==> config.mk <==
export PLATFORM = sky130hd
export DESIGN_NAME = spi_burst_master
export DESIGN_NICKNAME = d
export VERILOG_FILES = /design/src/rtl/spi_bm_pkg.sv /design/src/rtl/byte_fifo.sv /design/src/rtl/spi_clk_div.sv /design/src/rtl/spi_shift_engine.sv /design/src/rtl/spi_burst_master.sv
export SDC_FILE = /design/constraint.sdc
export NUM_CORES = 1
export LEC_CHECK = 0
export BUFFER_PORTS_ARGS = -buffer_cell sky130_fd_sc_hd__buf_2
export CORE_MARGIN = 1.5
export CORE_UTILIZATION = 40
export CTS_CLUSTER_DIAMETER = 30
export CTS_CLUSTER_SIZE = 28
export DETAILED_ROUTE_END_ITERATION = 16
export SLEW_MARGIN = 15
export SYNTH_ARGS = -nofsm -noshare
export SYNTH_HDL_FRONTEND = slang
export SYNTH_SLANG_ARGS = --single-unit
==> constraint.sdc <==
create_clock -name clk -period 5 [get_ports clk]
set_input_delay 0.25 -clock clk [delete_from_list [all_inputs] [get_ports clk]]
set_output_delay 0.25 -clock clk [all_outputs]
set_load 0.01 [all_outputs]
==> src/rtl/spi_bm_pkg.sv <==
package spi_bm_pkg;
  localparam int unsigned ADDR_W = 6;
  localparam int unsigned DIV_W  = 8;
  localparam int unsigned CLK_W  = 13;

  localparam logic [ADDR_W-1:0] OFS_RXD   = 6'h00;
  localparam logic [ADDR_W-1:0] OFS_TXD   = 6'h04;
  localparam logic [ADDR_W-1:0] OFS_CTL   = 6'h08;
  localparam logic [ADDR_W-1:0] OFS_CLK   = 6'h1C;
  localparam logic [ADDR_W-1:0] OFS_BURST = 6'h20;
  localparam logic [ADDR_W-1:0] OFS_TXCNT = 6'h24;
  localparam logic [ADDR_W-1:0] OFS_STAT  = 6'h28;

  localparam int CB_EN     = 0;
  localparam int CB_MASTER = 1;
  localparam int CB_TXRST  = 8;
  localparam int CB_RXRST  = 9;
  localparam int CB_XCH    = 10;

  localparam logic [CLK_W-1:0] CLK_RESET = 13'h1001;
endpackage

==> src/rtl/byte_fifo.sv <==
module byte_fifo #(
  parameter int DW    = 8,
  parameter int DEPTH = 64
) (
  input  logic                       clk,
  input  logic                       rst_n,
  input  logic                       clr,
  input  logic                       push,
  input  logic [DW-1:0]              wdata,
  input  logic                       pop,
  output logic [DW-1:0]              rdata,
  output logic [$clog2(DEPTH):0]     level,
  output logic                       full,
  output logic                       empty
);
  localparam int AW = $clog2(DEPTH);
  localparam logic [AW-1:0] LAST = AW'(DEPTH - 1);

  logic [DW-1:0] mem [DEPTH];
  logic [AW-1:0] wp, rp;
  logic          do_push, do_pop;

  assign full    = (level == (AW+1)'(DEPTH));
  assign empty   = (level == '0);
  assign do_push = push & ~full;
  assign do_pop  = pop & ~empty;
  assign rdata   = empty ? '0 : mem[rp];

  always_ff @(posedge clk) begin
    if (do_push && !clr) mem[wp] <= wdata;
  end

  always_ff @(posedge clk or negedge rst_n) begin
    if (!rst_n) begin
      wp    <= '0;
      rp    <= '0;
      level <= '0;
    end else if (clr) begin
      wp    <= '0;
      rp    <= '0;
      level <= '0;
    end else begin
      if (do_push) wp <= (wp == LAST) ? '0 : wp + 1'b1;
      if (do_pop)  rp <= (rp == LAST) ? '0 : rp + 1'b1;
      case ({do_push, do_pop})
        2'b10:   level <= level + 1'b1;
        2'b01:   level <= level - 1'b1;
        default: level <= level;
      endcase
    end
  end
endmodule

==> src/rtl/spi_clk_div.sv <==
module spi_clk_div #(
  parameter int DIV_W = 8
) (
  input  logic             clk,
  input  logic             rst_n,
  input  logic             run,
  input  logic [DIV_W-1:0] half_m1,
  output logic             tick
);
  logic [DIV_W-1:0] cnt;

  assign tick = run & (cnt == half_m1);

  always_ff @(posedge clk or negedge rst_n) begin
    if (!rst_n)    cnt <= '0;
    else if (!run) cnt <= '0;
    else if (tick) cnt <= '0;
    else           cnt <= cnt + 1'b1;
  end
endmodule

==> src/rtl/spi_shift_engine.sv <==
module spi_shift_engine #(
  parameter int CNT_W = 16
) (
  input  logic             clk,
  input  logic             rst_n,
  input  logic             start,
  input  logic             tick,
  input  logic [CNT_W-1:0] burst_cnt,
  input  logic [CNT_W-1:0] tx_cnt,
  input  logic [7:0]       tx_data,
  input  logic             tx_empty,
  output logic             tx_pop,
  output logic             rx_push,
  output logic [7:0]       rx_byte,
  input  logic             miso,
  output logic             busy,
  output logic             sclk,
  output logic             mosi,
  output logic             cs_n
);
  localparam int IW = CNT_W + 1;

  logic [IW-1:0] byte_idx, fetch_idx;
  logic [2:0]    bit_idx;
  logic [7:0]    tx_sh, rx_sh, next_byte;
  logic          launch, fall, byte_end, last_byte, take, fetch;

  assign launch    = start & ~busy & (burst_cnt != '0);
  assign fall      = busy & tick & sclk;
  assign byte_end  = fall & (bit_idx == 3'd7);
  assign last_byte = (byte_idx + 1'b1) == {1'b0, burst_cnt};
  assign fetch_idx = launch ? '0 : byte_idx + 1'b1;
  assign take      = (fetch_idx < {1'b0, tx_cnt}) & ~tx_empty;
  assign next_byte = take ? tx_data : 8'h00;
  assign fetch     = launch | (byte_end & ~last_byte);
  assign tx_pop    = fetch & take;
  assign rx_push   = byte_end;
  assign rx_byte   = rx_sh;

  always_ff @(posedge clk or negedge rst_n) begin
    if (!rst_n) begin
      busy     <= 1'b0;
      cs_n     <= 1'b1;
      sclk     <= 1'b0;
      mosi     <= 1'b0;
      tx_sh    <= '0;
      rx_sh    <= '0;
      bit_idx  <= '0;
      byte_idx <= '0;
    end else if (launch) begin
      busy     <= 1'b1;
      cs_n     <= 1'b0;
      sclk     <= 1'b0;
      tx_sh    <= next_byte;
      mosi     <= next_byte[7];
      bit_idx  <= '0;
      byte_idx <= '0;
    end else if (busy && tick) begin
      if (!sclk) begin
        sclk  <= 1'b1;
        rx_sh <= {rx_sh[6:0], miso};
      end else begin
        sclk <= 1'b0;
        if (bit_idx == 3'd7) begin
          if (last_byte) begin
            busy <= 1'b0;
            cs_n <= 1'b1;
            mosi <= 1'b0;
          end else begin
            byte_idx <= byte_idx + 1'b1;
            tx_sh    <= next_byte;
            mosi     <= next_byte[7];
            bit_idx  <= '0;
          end
        end else begin
          bit_idx <= bit_idx + 1'b1;
          tx_sh   <= {tx_sh[6:0], 1'b0};
          mosi    <= tx_sh[6];
        end
      end
    end
  end
endmodule

==> src/rtl/spi_burst_master.sv <==
module spi_burst_master
  import spi_bm_pkg::*;
#(
  parameter int FIFO_DEPTH = 64,
  parameter int CNT_W      = 16
) (
  input  logic        clk,
  input  logic        rst_n,
  input  logic        bus_req,
  input  logic        bus_we,
  input  logic [5:0]  bus_addr,
  input  logic [31:0] bus_wdata,
  output logic        bus_rvalid,
  output logic [31:0] bus_rdata,
  output logic        spi_sclk,
  output logic        spi_mosi,
  input  logic        spi_miso,
  output logic        spi_cs_n
);
  localparam int LVL_W = $clog2(FIFO_DEPTH) + 1;

  logic             ctl_en, ctl_master;
  logic [CLK_W-1:0] clk_ctl;
  logic [CNT_W-1:0] burst_cnt, tx_cnt;
  logic             wr, rd, ctl_wr, busy, tick;
  logic             start, tx_clr, rx_clr;
  logic             tx_push, tx_pop, rx_push, rx_pop;
  logic [7:0]       tx_head, rx_head, rx_byte;
  logic [LVL_W-1:0] tx_level, rx_level;
  logic             tx_full, tx_empty, rx_full, rx_empty;
  logic [31:0]      rd_mux;
  logic             unused_ok;

  assign wr      = bus_req & bus_we;
  assign rd      = bus_req & ~bus_we;
  assign ctl_wr  = wr & (bus_addr == OFS_CTL);
  assign tx_clr  = ctl_wr & bus_wdata[CB_TXRST];
  assign rx_clr  = ctl_wr & bus_wdata[CB_RXRST];
  assign start   = ctl_wr & bus_wdata[CB_XCH] & bus_wdata[CB_EN] & bus_wdata[CB_MASTER]
                 & ~bus_wdata[CB_TXRST] & ~bus_wdata[CB_RXRST];
  assign tx_push = wr & (bus_addr == OFS_TXD);
  assign rx_pop  = rd & (bus_addr == OFS_RXD);
  assign unused_ok = ^{bus_wdata[31:16], tx_full, rx_full};

  always_ff @(posedge clk or negedge rst_n) begin
    if (!rst_n) begin
      ctl_en     <= 1'b0;
      ctl_master <= 1'b0;
      clk_ctl    <= CLK_RESET;
      burst_cnt  <= '0;
      tx_cnt     <= '0;
    end else if (wr) begin
      case (bus_addr)
        OFS_CTL: begin
          ctl_en     <= bus_wdata[CB_EN];
          ctl_master <= bus_wdata[CB_MASTER];
        end
        OFS_CLK:   if (!busy) clk_ctl   <= bus_wdata[CLK_W-1:0];
        OFS_BURST: if (!busy) burst_cnt <= bus_wdata[CNT_W-1:0];
        OFS_TXCNT: if (!busy) tx_cnt    <= bus_wdata[CNT_W-1:0];
        default: ;
      endcase
    end
  end

  always_comb begin
    rd_mux = '0;
    case (bus_addr)
      OFS_RXD:   rd_mux = 32'(rx_head);
      OFS_CTL:   rd_mux = 32'({busy, 8'b0, ctl_master, ctl_en});
      OFS_CLK:   rd_mux = 32'(clk_ctl);
      OFS_BURST: rd_mux = 32'(burst_cnt);
      OFS_TXCNT: rd_mux = 32'(tx_cnt);
      OFS_STAT:  rd_mux = {16'(tx_level), 16'(rx_level)};
      default:   rd_mux = '0;
    endcase
  end

  always_ff @(posedge clk or negedge rst_n) begin
    if (!rst_n) begin
      bus_rvalid <= 1'b0;
      bus_rdata  <= '0;
    end else begin
      bus_rvalid <= rd;
      if (rd) bus_rdata <= rd_mux;
    end
  end

  byte_fifo #(.DW(8), .DEPTH(FIFO_DEPTH)) u_tx_fifo (
    .clk(clk), .rst_n(rst_n), .clr(tx_clr),
    .push(tx_push), .wdata(bus_wdata[7:0]),
    .pop(tx_pop), .rdata(tx_head),
    .level(tx_level), .full(tx_full), .empty(tx_empty)
  );

  byte_fifo #(.DW(8), .DEPTH(FIFO_DEPTH)) u_rx_fifo (
    .clk(clk), .rst_n(rst_n), .clr(rx_clr),
    .push(rx_push), .wdata(rx_byte),
    .pop(rx_pop), .rdata(rx_head),
    .level(rx_level), .full(rx_full), .empty(rx_empty)
  );

  spi_clk_div #(.DIV_W(DIV_W)) u_div (
    .clk(clk), .rst_n(rst_n), .run(busy),
    .half_m1(clk_ctl[DIV_W-1:0]), .tick(tick)
  );

  spi_shift_engine #(.CNT_W(CNT_W)) u_eng (
    .clk(clk), .rst_n(rst_n), .start(start), .tick(tick),
    .burst_cnt(burst_cnt), .tx_cnt(tx_cnt),
    .tx_data(tx_head), .tx_empty(tx_empty), .tx_pop(tx_pop),
    .rx_push(rx_push), .rx_byte(rx_byte),
    .miso(spi_miso), .busy(busy),
    .sclk(spi_sclk), .mosi(spi_mosi), .cs_n(spi_cs_n)
  );
endmodule

Yosys cells after proc, flatten, opt, wreduce, memory -nomap -nowiden
Memory sizes are Yosys's and may differ from the RTL's.
Index checks and enable logic that the tools add are counted.
{"block": "word_totals", "regBits": 165, "ram_bits": 1024, "output_inout_bits": 36, "memories": 2}
{"block": "op_classes", "add_sub_neg": 11, "magnitude_cmp": 1, "eq_ne": 21, "muxes": 60, "bitwise": 37, "reduce_logical": 28}
{"memory": "u_rx_fifo.mem", "depth": 64, "word_bits": 8, "read_ports": 1, "rd_ports_with_merged_regs": 0, "write_ports": 1, "line_no": "byte_fifo.sv:19", "rtl": "logic [DW-1:0] mem [DEPTH];"}
{"memory": "u_tx_fifo.mem", "depth": 64, "word_bits": 8, "read_ports": 1, "rd_ports_with_merged_regs": 0, "write_ports": 1, "line_no": "byte_fifo.sv:19"}
{"cell": "case mux 23 bit (6 select lines)", "n": 1}
{"cell": "two-way mux 17 bit", "n": 6}
{"cell": "two-way mux 6 bit", "n": 12}
{"cell": "two-way mux 7 bit", "n": 7}
{"cell": "equality test 6 bit, second input constant", "n": 7}
{"cell": "two-way mux 8 bit", "n": 5}
{"cell": "case mux 7 bit (2 select lines)", "n": 2}
{"cell": "bitwise AND 1 bit", "n": 25}
{"cell": "adder 6 x 1 -> 6 bit, second input constant", "n": 4}
{"cell": "two-way mux 1 bit", "n": 22}
{"cell": "adder 17 x 1 -> 17 bit, second input constant", "n": 1}
{"cell": "equality test 17 x 16 -> 1 bit", "n": 1}
{"cell": "< comparator 17 x 16 -> 1 bit", "n": 1}
{"cell": "nonzero test 16 bit", "n": 1}
{"cell": "nonzero test 2 bit", "n": 8}
{"cell": "two-way mux 3 bit", "n": 5}
{"cell": "AND reduction 3 bit", "n": 5}
{"cell": "adder 7 x 1 -> 7 bit, second input constant", "n": 2}
{"cell": "equality test 7 bit, second input constant", "n": 2}
{"cell": "zero test 7 bit", "n": 2}
{"cell": "subtractor 7 x 1 -> 7 bit, second input constant", "n": 2}
{"cell": "NOT 1 bit", "n": 11}
{"cell": "adder 8 x 1 -> 8 bit, second input constant", "n": 1}
{"cell": "equality test 8 bit", "n": 1}
{"cell": "16 further kinds", "n": 24}

Longest topological paths before layout
{"block": "logic_depth", "depth_word": 18, "depth_mapped": 25, "mapped_depth_nobuf": 23}

Modules after synthesis
A second synthesis with hierarchy kept.
{"block": "unflattened", "cells_unflattened": 2711, "hier_area_um2": 49272.3}
{"mod": "byte_fifo", "n_inst": 2, "cells_per_inst": 1013, "area_each_um2": 21102.7}
{"mod": "spi_burst_master", "n_inst": 1, "cells_per_inst": 267, "area_each_um2": 3359.5}
{"mod": "spi_shift_engine", "n_inst": 1, "cells_per_inst": 371, "area_each_um2": 3223.1}
{"mod": "spi_clk_div", "n_inst": 1, "cells_per_inst": 47, "area_each_um2": 484.2}

Least setup slack after synthesis
No wires, ideal clock.
{"block": "synth_timing", "kind": "input to register", "startpoint": "input port bus_addr[1]", "endpoint": "register u_tx_fifo.level[6]", "setup_time_ps": 87, "t_arrival_ps": 5053, "path_slack_ps": -140, "stages": 24, "n_path_buf": 2, "cell_sequence": "or4b_1 > nor3_1 > and3_1 > buf_2 > clkbuf_1 > nor2_1 > ha_1 > nand4_1 > or4_1 > nor2_1 > a2111oi_0 > a32o_2 > o21a_2 > nand2_1 > inv_1 > ha_1 > nor2b_1 > o21ai_0 > nand2b_1 > nand3_1 > and2_1 > nor2_1 > o32a_1 > a22oi_1"}
{"block": "synth_between", "elab_chain_len": 17}
{"item": "start: declaration", "line_no": "spi_burst_master.sv:11", "rtl": "input logic [5:0] bus_addr,"}
{"item": "equality test 6 x 4 -> 1 bit (*)", "line_no": "spi_burst_master.sv:36", "rtl": "assign ctl_wr = wr & (bus_addr == OFS_CTL);"}
{"item": "bitwise AND 1 bit (*)", "line_no": "spi_burst_master.sv:36"}
{"item": "bitwise AND 1 bit (*) (3 in a row)", "line_no": "spi_burst_master.sv:39", "rtl": "assign start = ctl_wr & bus_wdata[CB_XCH] & bus_wdata[CB_EN] & bus_wdata[CB_MASTER]"}
{"item": "bitwise AND 1 bit (*) (2 in a row)", "line_no": "spi_burst_master.sv:40", "rtl": "& ~bus_wdata[CB_TXRST] & ~bus_wdata[CB_RXRST];"}
{"item": "bitwise AND 1 bit (*) (2 in a row)", "line_no": "spi_shift_engine.sv:28", "rtl": "assign launch = start & ~busy & (burst_cnt != '0);"}
{"item": "two-way mux 17 bit (*)", "line_no": "spi_shift_engine.sv:32", "rtl": "assign fetch_idx = launch ? '0 : byte_idx + 1'b1;"}
{"item": "net u_eng.fetch_idx[12]", "line_no": "spi_shift_engine.sv:23", "rtl": "logic [IW-1:0] byte_idx, fetch_idx;"}
{"item": "< comparator 17 x 16 -> 1 bit (*)", "line_no": "spi_shift_engine.sv:33", "rtl": "assign take = (fetch_idx < {1'b0, tx_cnt}) & ~tx_empty;"}
{"item": "bitwise AND 1 bit (*)", "line_no": "spi_shift_engine.sv:33"}
{"item": "bitwise AND 1 bit (*)", "line_no": "spi_shift_engine.sv:36", "rtl": "assign tx_pop = fetch & take;"}
{"item": "bitwise AND 1 bit (*)", "line_no": "byte_fifo.sv:26", "rtl": "assign do_pop = pop & ~empty;"}
{"item": "equality test 2 x 1 -> 1 bit / equality test 2 bit (equally long branches)", "line_no": "byte_fifo.sv:45", "rtl": "case ({do_push, do_pop})"}
{"item": "case mux 7 bit (2 select lines)", "line_no": "byte_fifo.sv:45"}
{"item": "two-way mux 7 bit", "line_no": "byte_fifo.sv:38", "rtl": "end else if (clr) begin"}
{"item": "end signal: assignment", "line_no": "byte_fifo.sv:46", "rtl": "2'b10: level <= level + 1'b1;"}
{"item": "end signal: assignment", "line_no": "byte_fifo.sv:47", "rtl": "2'b01: level <= level - 1'b1;"}
{"item": "end signal: assignment", "line_no": "byte_fifo.sv:48", "rtl": "default: level <= level;"}
{"item": "end: declaration", "line_no": "byte_fifo.sv:12", "rtl": "output logic [$clog2(DEPTH):0] level,"}
Mark *: on every way through the listed nets, which the timed path passes. The rest lies on a longest branch.
A chain may end at the register's enable or synchronous reset.

Worst setup path after layout
{"block": "layout_timing", "startpoint": "register u_eng.byte_idx[3]", "endpoint": "register u_tx_fifo.level[6]"}
{"item": "start: declaration", "line_no": "spi_shift_engine.sv:23"}
{"item": "start signal: assignment", "line_no": "spi_shift_engine.sv:70", "rtl": "byte_idx <= byte_idx + 1'b1;"}
{"item": "adder 17 x 1 -> 17 bit (*)", "line_no": "spi_shift_engine.sv:32"}
{"item": "two-way mux 17 bit (*)", "line_no": "spi_shift_engine.sv:32"}
{"item": "net u_eng.fetch_idx[12]", "line_no": "spi_shift_engine.sv:23"}
{"item": "< comparator 17 x 16 -> 1 bit (*)", "line_no": "spi_shift_engine.sv:33"}
{"item": "bitwise AND 1 bit (*)", "line_no": "spi_shift_engine.sv:33"}
{"item": "bitwise AND 1 bit (*)", "line_no": "spi_shift_engine.sv:36"}
{"item": "bitwise AND 1 bit (*)", "line_no": "byte_fifo.sv:26"}
{"item": "equality test 2 x 1 -> 1 bit / equality test 2 bit (equally long branches)", "line_no": "byte_fifo.sv:45"}
{"item": "case mux 7 bit (2 select lines)", "line_no": "byte_fifo.sv:45"}
{"item": "two-way mux 7 bit", "line_no": "byte_fifo.sv:38"}
Marked as above.

==> metrics <==
cell accounting for the most synthesized area sky130_fd_sc_hd__edfxtp_1; top post-synthesis cells by area sky130_fd_sc_hd__edfxtp_1, sky130_fd_sc_hd__mux4_2, sky130_fd_sc_hd__dfrtp_1; Post-Synth Simple-Gate Area 5.31%; die width 352 um; wire length per cell 25.0 um; largest fanout on the critical path 8; Static Leakage 20.2 nW; Tightest Pin Transition 1.11 ns; final instance area 59,300 sq um; overall routed net length 116 mm; Max Transition Viols Final 0; maximum number of pins on one net before global-route repair 68; number of buffers added by the clock tree synthesis step 219; number of cells produced by synthesis 2,598; critical path arrival 5.35 ns; share of post-route cells with drive strength above 1 32.5%; series of cell instances along the critical path and4_4, nand4_4, xor2_4, nor2_1, ha_1, nand4_1, or4_4, nor2_1, a2111oi_1, a32o_2, o21a_2, nand2_1, inv_2, ha_1, nor2b_1, o21ai_1, nand2b_1, nand3_1, and2_1, nor2_1, o32a_1, a22oi_1; height of the die 352 um; count of boundary I/O pins 79; Syn Area/Cell 18.7 sq um; worst path required time 5.71 ns; Worst path top cell family by delay simple AND/OR/NAND/NOR gates; number of distinct standard cells referenced by the synthesized netlist 87; mapped cell area 48,700 sq um; category of the critical setup timing path flop to flop; Core ar. 120,000 sq um; HPWL reported at the end of detailed placement 72.6 mm; fraction of the mapped netlist area in adder cells 0.930%; portion of netlist area occupied by mux cells 16.8%; setup repair after global routing missed its margin no; clock-pin slew of the registers on the worst-case setup and hold paths 0.05 ns; fillers 9,833; maximum clock insertion buffer count 3; number of DRC violations after detailed routing 0; total power per unit cell area 448 nW/um^2; worst path buffer plus inverter count 1; minimum setup slack after placement -0.0813 ns; DRT iter0 DRCs 2,307; Final Critical Period 4.64 ns; number of maximum-capacitance violations 0; site row count 127; setup-violating endpoint count in the final report 0; complex-gate fraction of the synthesized area 3.02%; sort of element at the start of the critical path flop; most frequently used flop master after synthesis sky130_fd_sc_hd__edfxtp_1; delay of the slowest cell on the worst path 0.56 ns; most used standard cells in the synthesized netlist sky130_fd_sc_hd__edfxtp_1, sky130_fd_sc_hd__mux4_2, sky130_fd_sc_hd__nor2_1; sequential-to-total area share from yosys stat 71.2%; Hold Crit Class primary input to flop; power share of the combinational group 2.1%; proportion of netlist area held by the largest area contributor 63.1%; net total in the final layout 2,913; via count 25,700; max frequency 0.216 GHz; detail-routed via count per cell 5.53; global-route wire length before repair 175 mm; area enclosed by the die boundary 124,000 sq um; gp weighted congestion 0.860; PnR Total Power 26.6 mW; outcome finished, final reports clean; antenna violation net count after detailed routing 0; leading cell type by number of instances after synthesis sky130_fd_sc_hd__edfxtp_1; sort of element at the end of the critical path flop; cell at the root of the clock tree sky130_fd_sc_hd__clkbuf_16; Post-DP Area 51,200 sq um; area growth from synthesis to layout 21.8%; Cell Int Power 21.0 mW; net switching power of the design 5.56 mW; number of antenna violations at the first check in global routing 1; initial cell density of the core 40.5%; all-layer global routing usage 18.8%; worst hold margin 0.0613 ns; diode count 0; number of clock sinks 1,180; first-pass iteration count of the detailed router 5; worst slew margin relative to its limit 26.0%; share of total power in sequential cells 40.5%; count of buffers from port buffering 53; master of the slowest instance on the critical path sky130_fd_sc_hd__or4_4; Sw Share 20.9%; FFs w/ async S/R, synth 13.2%; final clock period utilization by the worst path 92.8%; clock network latency to the later pin of the worst-skew pair 0.80 ns; number of global-route vias before repair 26,600; Worst Slack Setup Final 0.361 ns; combinational family with the most area after synthesis multiplexers; part of the power in the clock network 57.4%; TritonCTS clock tree built; GRT overflow 0; synthesized-area fraction occupied by xor and xnor cells 1.17%; Max H-tree Level 4; final count of hold timing violations 0; crit-path most repeated cell sky130_fd_sc_hd__nor2_1; Post-Route Skew 0.0653 ns; count of flip-flops with a built-in enable after synthesis 1,024; peak supply drop 0.000401 V; synthesis warning total 0; flops & latches, synth 1,180
-- power by group through the flow --
stage	Sequential (mW)	Clock (mW)	Combinational [mW]
after floorplan	10.9	0	0.275
after global routing	10.8	15.9	0.605
final	10.8	15.3	0.556
after CTS	10.8	15.5	0.542
after global placement	10.9	0	0.519
after detailed placement	10.9	0	0.529
-- layer usage --
| metal | wire length [um] | GRT usage (%) | up-vias | share of wire [%] |
|---|---|---|---|---|
| met3 | 6560 | 3.40 | 182 | 5.7 |
| met2 | 57500 | 30.5 | 862 | 50 |
| met5 | 0 | 0 | - | 0 |
| met1 | 49300 | 25.7 | 13600 | 42 |
| met4 | 2630 | 6.17 | 0 | 2.3 |
| li1 | - | - | 11000 | - |
-- state kept, by name, indices dropped and copies added (netlist names), 13 cells and up --
signal and count:
u_rx_fifo.mem 512, burst_cnt 16, bus_rdata 23, tx_cnt 16, u_eng.byte_idx 17, clk_ctl 13, u_tx_fifo.mem 512
-- cells by family after synthesis --
| kind of cell | after synthesis |
|---|---|
| adders and majority gates | 35 |
| buffers and inverters | 188 |
| and+or+nand+nor | 524 |
| xor gates and xnor gates | 65 |
| other | 1 |
| muxes | 391 |
| AOI/OAI and AO/OA | 214 |
| DFF | 1180 |
-- tightest hold or removal path, cell delays in order --
cell,delay (ns)
sky130_fd_sc_hd__buf_2,0.09
sky130_fd_sc_hd__nand2b_1,0.09
sky130_fd_sc_hd__buf_4,0.25
sky130_fd_sc_hd__nand2_1,0.10
sky130_fd_sc_hd__nand2_1,0.04
-- area by class of cell --
class / instances / area, sq um / share of cell area, %
sequential: 1180 / 34700 / 58.5
multi-input combinational: 1238 / 13400 / 22.6
clock buffer: 251 / 5800 / 9.78
clock inverter: 162 / 2030 / 3.42
tap: 1612 / 2020 / 3.40
timing repair buffer: 162 / 1240 / 2.09
inverter: 34 / 128 / 0.215
-- cells in the final DEF, fill, tap and decap left out, drive strengths merged, types with 34 or more instances in the layout --
cell type,synthesis,layout
xnor2,39,39
clkinv,1,82
clkbuf,79,252
mux4,335,335
edfxtp,1024,1024
inv,33,52
a21oi,45,45
nand3,40,40
nand2,103,103
mux2,46,46
bufinv,0,34
o21ai,58,58
nor2,218,218
dfrtp,153,153
buf,75,150
-- final timing paths --
check                                  start            endpoint  slack, ns  depth (start not counted)
max                        u_eng.byte_idx[3]  u_tx_fifo.level[6]       0.36                         22
min                                  bus_req       bus_rdata[22]       0.06                          5
max reg2reg                u_eng.byte_idx[3]  u_tx_fifo.level[6]       0.36                         22
min reg2reg                    bus_rdata[22]       bus_rdata[22]       0.46                          2
max in group asynchronous              rst_n     u_rx_fifo.rp[0]       3.68                          4
min in group asynchronous              rst_n    u_eng.rx_byte[3]       0.37                          3
-- through the flow --
step | setup TNS, ns | utilization (%) | std cells
2_1_floorplan | 0 | - | 2606
3_3_place_gp | -0.0568 | 42.6 | 4209
3_5_place_dp | -0.0813 | 42.6 | 4209
4_1_cts | 0 | 49.2 | 4634
5_1_grt | 0 | 49.3 | 4639
6_report | 0 | 49.3 | 4639
-- repair_timing --
action,CTS,global route
setup endpoints to repair,0,3
hold endpoints to repair,76,0
setup buffers,0,4
hold buffers,12,0
gates resized for setup,0,24
Power figures use the tool's default switching activity.
